$ cat config.mk
export PLATFORM = sky130hd
export DESIGN_NAME = trig_fault_status
export DESIGN_NICKNAME = d
export VERILOG_FILES = /design/src/rtl/trig_stat_pkg.sv /design/src/rtl/trig_edge_det.sv /design/src/rtl/trig_sticky_bank.sv /design/src/rtl/trig_bus_port.sv /design/src/rtl/trig_fault_status.sv
export SDC_FILE = /design/constraint.sdc
export NUM_CORES = 1
export LEC_CHECK = 0
export BUFFER_PORTS_ARGS = -buffer_cell sky130_fd_sc_hd__buf_2
export CAP_MARGIN = 30
export CORE_AREA = 8 8 72 74
export CTS_CLUSTER_SIZE = 25
export DETAILED_ROUTE_END_ITERATION = 12
export DIE_AREA = 0 0 80 82
export GPL_TIMING_DRIVEN = 0
export PLACE_DENSITY_LB_ADDON = 0.25
export SYNTH_ARGS = -nofsm -noshare
export SYNTH_HDL_FRONTEND = slang
export SYNTH_HIERARCHICAL = 1
export SYNTH_SLANG_ARGS = --single-unit
export TNS_END_PERCENT = 1
$ cat constraint.sdc
create_clock -name clk -period 1.6 [get_ports clk]
set_input_delay 0.08 -clock clk [delete_from_list [all_inputs] [get_ports clk]]
set_output_delay 0.08 -clock clk [all_outputs]
set_load 0.02 [all_outputs]
$ cat src/rtl/trig_stat_pkg.sv
package trig_stat_pkg;
  typedef enum logic {
    VIEW_LIVE   = 1'b0,
    VIEW_STICKY = 1'b1
  } view_e;

  function automatic view_e to_view(input logic sel);
    return sel ? VIEW_STICKY : VIEW_LIVE;
  endfunction
endpackage

$ cat src/rtl/trig_edge_det.sv
module trig_edge_det #(
  parameter int N = 8
) (
  input  logic         clk,
  input  logic         rst,
  input  logic [N-1:0] trig,
  output logic [N-1:0] rise
);
  logic [N-1:0] prev_q;

  always_ff @(posedge clk) begin
    if (rst) prev_q <= '0;
    else     prev_q <= trig;
  end

  assign rise = trig & ~prev_q;

  // an edge cannot be seen two cycles running on the same input
  genvar g;
  generate
    for (g = 0; g < N; g++) begin : g_chk
      a_r5_no_double_edge: assert property (@(posedge clk) disable iff (rst)
        rise[g] |=> !rise[g]);
    end
  endgenerate
endmodule

$ cat src/rtl/trig_sticky_bank.sv
module trig_sticky_bank #(
  parameter int N = 8
) (
  input  logic         clk,
  input  logic         rst,
  input  logic [N-1:0] rise,
  input  logic [N-1:0] clr,
  output logic [N-1:0] flags
);
  genvar g;
  generate
    for (g = 0; g < N; g++) begin : g_bit
      logic flag_q;

      always_ff @(posedge clk) begin
        if (rst)          flag_q <= 1'b0;
        else if (rise[g]) flag_q <= 1'b1;
        else if (clr[g])  flag_q <= 1'b0;
      end

      assign flags[g] = flag_q;

      a_r5_hold: assert property (@(posedge clk) disable iff (rst)
        (flag_q && !clr[g]) |=> flag_q);
      a_r8_set_wins: assert property (@(posedge clk) disable iff (rst)
        rise[g] |=> flag_q);
      a_r6_clear: assert property (@(posedge clk) disable iff (rst)
        (clr[g] && !rise[g]) |=> !flag_q);
    end
  endgenerate
endmodule

$ cat src/rtl/trig_bus_port.sv
module trig_bus_port
  import trig_stat_pkg::*;
#(
  parameter int          N        = 8,
  parameter int          AW       = 8,
  parameter int          DW       = 32,
  parameter logic [AW-1:0] REG_ADDR = 8'h08
) (
  input  logic          clk,
  input  logic          rst,
  input  logic          view_sticky,
  input  logic          clr_enable,
  input  logic [AW-1:0] addr,
  input  logic          rd,
  input  logic          wr,
  input  logic [DW-1:0] wdata,
  input  logic [N-1:0]  live,
  input  logic [N-1:0]  flags,
  output logic [N-1:0]  clr,
  output logic [DW-1:0] rdata
);
  localparam int PAD = DW - N;

  view_e        view;
  logic         hit;
  logic [N-1:0] shown;
  logic [DW-1:0] rdata_q;

  assign view  = to_view(view_sticky);
  assign hit   = (addr == REG_ADDR);
  assign shown = (view == VIEW_STICKY) ? flags : live;

  always_comb begin
    clr = '0;
    if (wr && hit && clr_enable && view == VIEW_STICKY)
      clr = wdata[N-1:0];
  end

  always_ff @(posedge clk) begin
    if (rst)            rdata_q <= '0;
    else if (rd && hit) rdata_q <= {{PAD{1'b0}}, shown};
    else                rdata_q <= '0;
  end

  assign rdata = rdata_q;

  a_r2_upper_zero: assert property (@(posedge clk) disable iff (rst)
    rdata[DW-1:N] == '0);
  a_r10_miss_zero: assert property (@(posedge clk) disable iff (rst)
    (rd && !hit) |=> rdata == '0);
  a_r3_live_view: assert property (@(posedge clk) disable iff (rst)
    (rd && hit && !view_sticky) |=> rdata[N-1:0] == $past(live));
  a_r11_idle_zero: assert property (@(posedge clk) disable iff (rst)
    !rd |=> rdata == '0);
endmodule

$ cat src/rtl/trig_fault_status.sv
module trig_fault_status #(
  parameter int            N        = 8,
  parameter int            AW       = 8,
  parameter int            DW       = 32,
  parameter logic [AW-1:0] REG_ADDR = 8'h08
) (
  input  logic          clk,
  input  logic          rst,
  input  logic          view_sticky,
  input  logic          clr_enable,
  input  logic [N-1:0]  trig_in,
  input  logic [AW-1:0] bus_addr,
  input  logic          bus_rd,
  input  logic          bus_wr,
  input  logic [DW-1:0] bus_wdata,
  output logic [DW-1:0] bus_rdata
);
  logic [N-1:0] rise;
  logic [N-1:0] clr;
  logic [N-1:0] flags;

  trig_edge_det #(.N(N)) u_edge (
    .clk (clk),
    .rst (rst),
    .trig(trig_in),
    .rise(rise)
  );

  trig_sticky_bank #(.N(N)) u_bank (
    .clk  (clk),
    .rst  (rst),
    .rise (rise),
    .clr  (clr),
    .flags(flags)
  );

  trig_bus_port #(.N(N), .AW(AW), .DW(DW), .REG_ADDR(REG_ADDR)) u_port (
    .clk        (clk),
    .rst        (rst),
    .view_sticky(view_sticky),
    .clr_enable (clr_enable),
    .addr       (bus_addr),
    .rd         (bus_rd),
    .wr         (bus_wr),
    .wdata      (bus_wdata),
    .live       (trig_in),
    .flags      (flags),
    .clr        (clr),
    .rdata      (bus_rdata)
  );

  a_r4_live_no_clear: assert property (@(posedge clk) disable iff (rst)
    !view_sticky |=> ($past(flags) & ~flags) == '0);
  a_r7_gate_no_clear: assert property (@(posedge clk) disable iff (rst)
    !clr_enable |=> ($past(flags) & ~flags) == '0);
  a_r10_miss_no_clear: assert property (@(posedge clk) disable iff (rst)
    (bus_addr != REG_ADDR) |=> ($past(flags) & ~flags) == '0);
endmodule

==> metrics.cfg <==
[power_and_ir_drop]
power_density_nw_per_um2 = 765
ir_drop_mv = 0.304
p_leak_nw = 0.823
p_total_w = 0.00133

[cts]
numClockSinks = 24
cts_tree = yes
post_cts_resized = 0
path_clk_slew_ns = 0.09
cts_setup_buffers = 0
numCtsBuffers = 3
cts_hold_buf = 0
htreeDepth = 1
clock_latency_ns = 0.26
cts_root_buf = clkbuf_8
clk_path_buf_depth = 2

[synth]
syn_area_um2 = 1360
syn_inst = 142
synth_edf_count = 0
ys_dominant_reg_cell = dfxtp_1
yosys_warnings = 6
ys_types = 20
ys_async_sr_fraction_pct = 0
ys_seq_area_share_pct = 35.5
ys_ff_latch = 24
syn_area_per_cell_um2 = 9.54

[sta]
finClkSkew_ns = 0.00560
finalCritPeriodShare_pct = 81.4
rsz0062_at_grt = no
setup_viol = 0
clock.fmax_ghz = 0.768
hold_viol_final = 0
maxSlewViolCount = 0
fin_crit_ns = 1.30

[place]
place_area_um2 = 1680
hpwl_um = 2340
place.gp.congestion = 0.686
placedCellCount = 251
port-buffer-count = 34

[layout]
syn_to_final_growth_pct = 27.8
nNetsFinal = 258
final_common_cell = buf_2
layout_common_cells = 36 x buf_2, 32 x buf_4, 24 x dfxtp_1, 24 x conb_1, 16 x nor2b_1
finalNonFillerCells = 255
antenna_cells = 0
drive_gt1_share_pct = 46.3
final_area_um2 = 1730

[worst_setup_path]
criticalPathCategory = in2reg
path_max_fanout = 10
critical_path_arrival_ns = 1.46
start_kind = primary input
worstPathRequired_ns = 1.76
critPathCaptureType = register

[floorplan]
io_pins = 86
die-area_um2 = 6560
core_um2 = 4140
rows = 24
die_height_um = 82
start_util_pct = 32.7
die_x_um = 80

[route]
drcViolationCount = 0
detail_route.first_pass.iterations = 4
first_iter_violations = 53
viasPerCell = 4.12
wl_per_cell_um = 11.7
ant_nets = 0
vias = 1050
totalWireLength_um = 2980

[grt]
grt_usage_pct = 9.22
grt-ovfl-total = 0
grt_pass1_wl_um = 4910
grt_max_degree = 14
grt_pass1_vias = 1025
antenna_found_initial = 0

[hold_path]
min_path_type = in2reg

[flow_run]
maxCapViolCount = 0

[outcome]
status = completed

## cells in the mapped netlist (2+ instances only)
library cell	n	area share, %
nor2b_1	16	7.4
buf_6	3	2.5
dfxtp_1	24	35
nor4_2	2	1.8
nand2b_4	8	8.1
nor3_1	8	3.0
nand4_1	8	3.7
buf_4	32	18
buf_1	3	0.83
mux2i_1	8	5.9
inv_1	8	2.2
a21oi_2	8	5.2
nor4_1	6	2.8
buf_2	2	0.74
## through the flow
| stage | util [%] | worst slack (ns) | hold WS (ns) | setup TNS (ns) |
|---|---|---|---|---|
| floorplan | - | 0.263 | 0.152 | 0 |
| global placement | 40.5 | -0.00667 | 0.321 | -0.00667 |
| detailed placement | 40.5 | 0.00707 | 0.326 | 0 |
| CTS | 41.8 | 0.291 | 0.0478 | 0 |
| global route | 41.8 | 0.211 | 0.0664 | 0 |
| finish | 41.8 | 0.297 | 0.0500 | 0 |
## final timing paths
path,from,to,slack [ns],depth (start not counted)
hold reg to reg,u_edge/prev_q[3]$_SDFF_PP0_,u_bank/g_bit[3].flag_q$_SDFFE_PP0P_,0.48,3
setup reg to reg,u_bank/g_bit[4].flag_q$_SDFFE_PP0P_,u_port/rdata[4]$_SDFF_PP0_,0.73,3
hold / removal,trig_in[5],u_edge/prev_q[5]$_SDFF_PP0_,0.05,2
setup / recovery,bus_addr[5],u_bank/g_bit[7].flag_q$_SDFFE_PP0P_,0.30,7
## kinds of logic after synthesis
| group | Yosys count | share of synthesized area (%) |
|---|---|---|
| and+or+nand+nor | 51 | 28.5 |
| buffers and inverters | 50 | 24.7 |
| DFF | 24 | 35.5 |
| AOI/OAI and AO/OA | 8 | 5.17 |
| muxes | 8 | 5.91 |
| other | 1 | 0.277 |
## critical path, cell delays in order
cell      delay [ns]
buf_2           0.09
or4_1           0.50
clkbuf_2        0.19
buf_6           0.17
nor3_1          0.21
nand2b_4        0.16
a21oi_2         0.05
## sequential cells by signal, summed over array words and instances, names as in the netlist
signal               cells
u_bank/g_bit.flag_q      8
u_edge/prev_q            8
u_port/rdata             8
## cell type report
type	count	area (um2)
fillers	446	2410
multi-input cells	91	627
flip-flops and latches	24	480
plain buffers	42	304
repair buffers	34	170
well taps	52	65.1
clock buffers	4	55.1
inverters	8	30.0
## metal layers
metal | track usage, % | up-vias | part of all wire [%]
li1 | - | 534 | -
met1 | 11.5 | 475 | 41
met2 | 14.9 | 41 | 47
met3 | 3.50 | 0 | 12
met4 | 1.64 | 0 | 0
met5 | 0 | - | 0
## where the power goes
group | switching, W | total [W] | internal [W]
registers | 0.0000176 | 0.000641 | 0.000623
logic | 0.000139 | 0.000274 | 0.000135
clock network | 0.000191 | 0.000411 | 0.000219
total | 0.000348 | 0.00133 | 0.000978
Note: power is estimated with default switching activity, not from simulation.
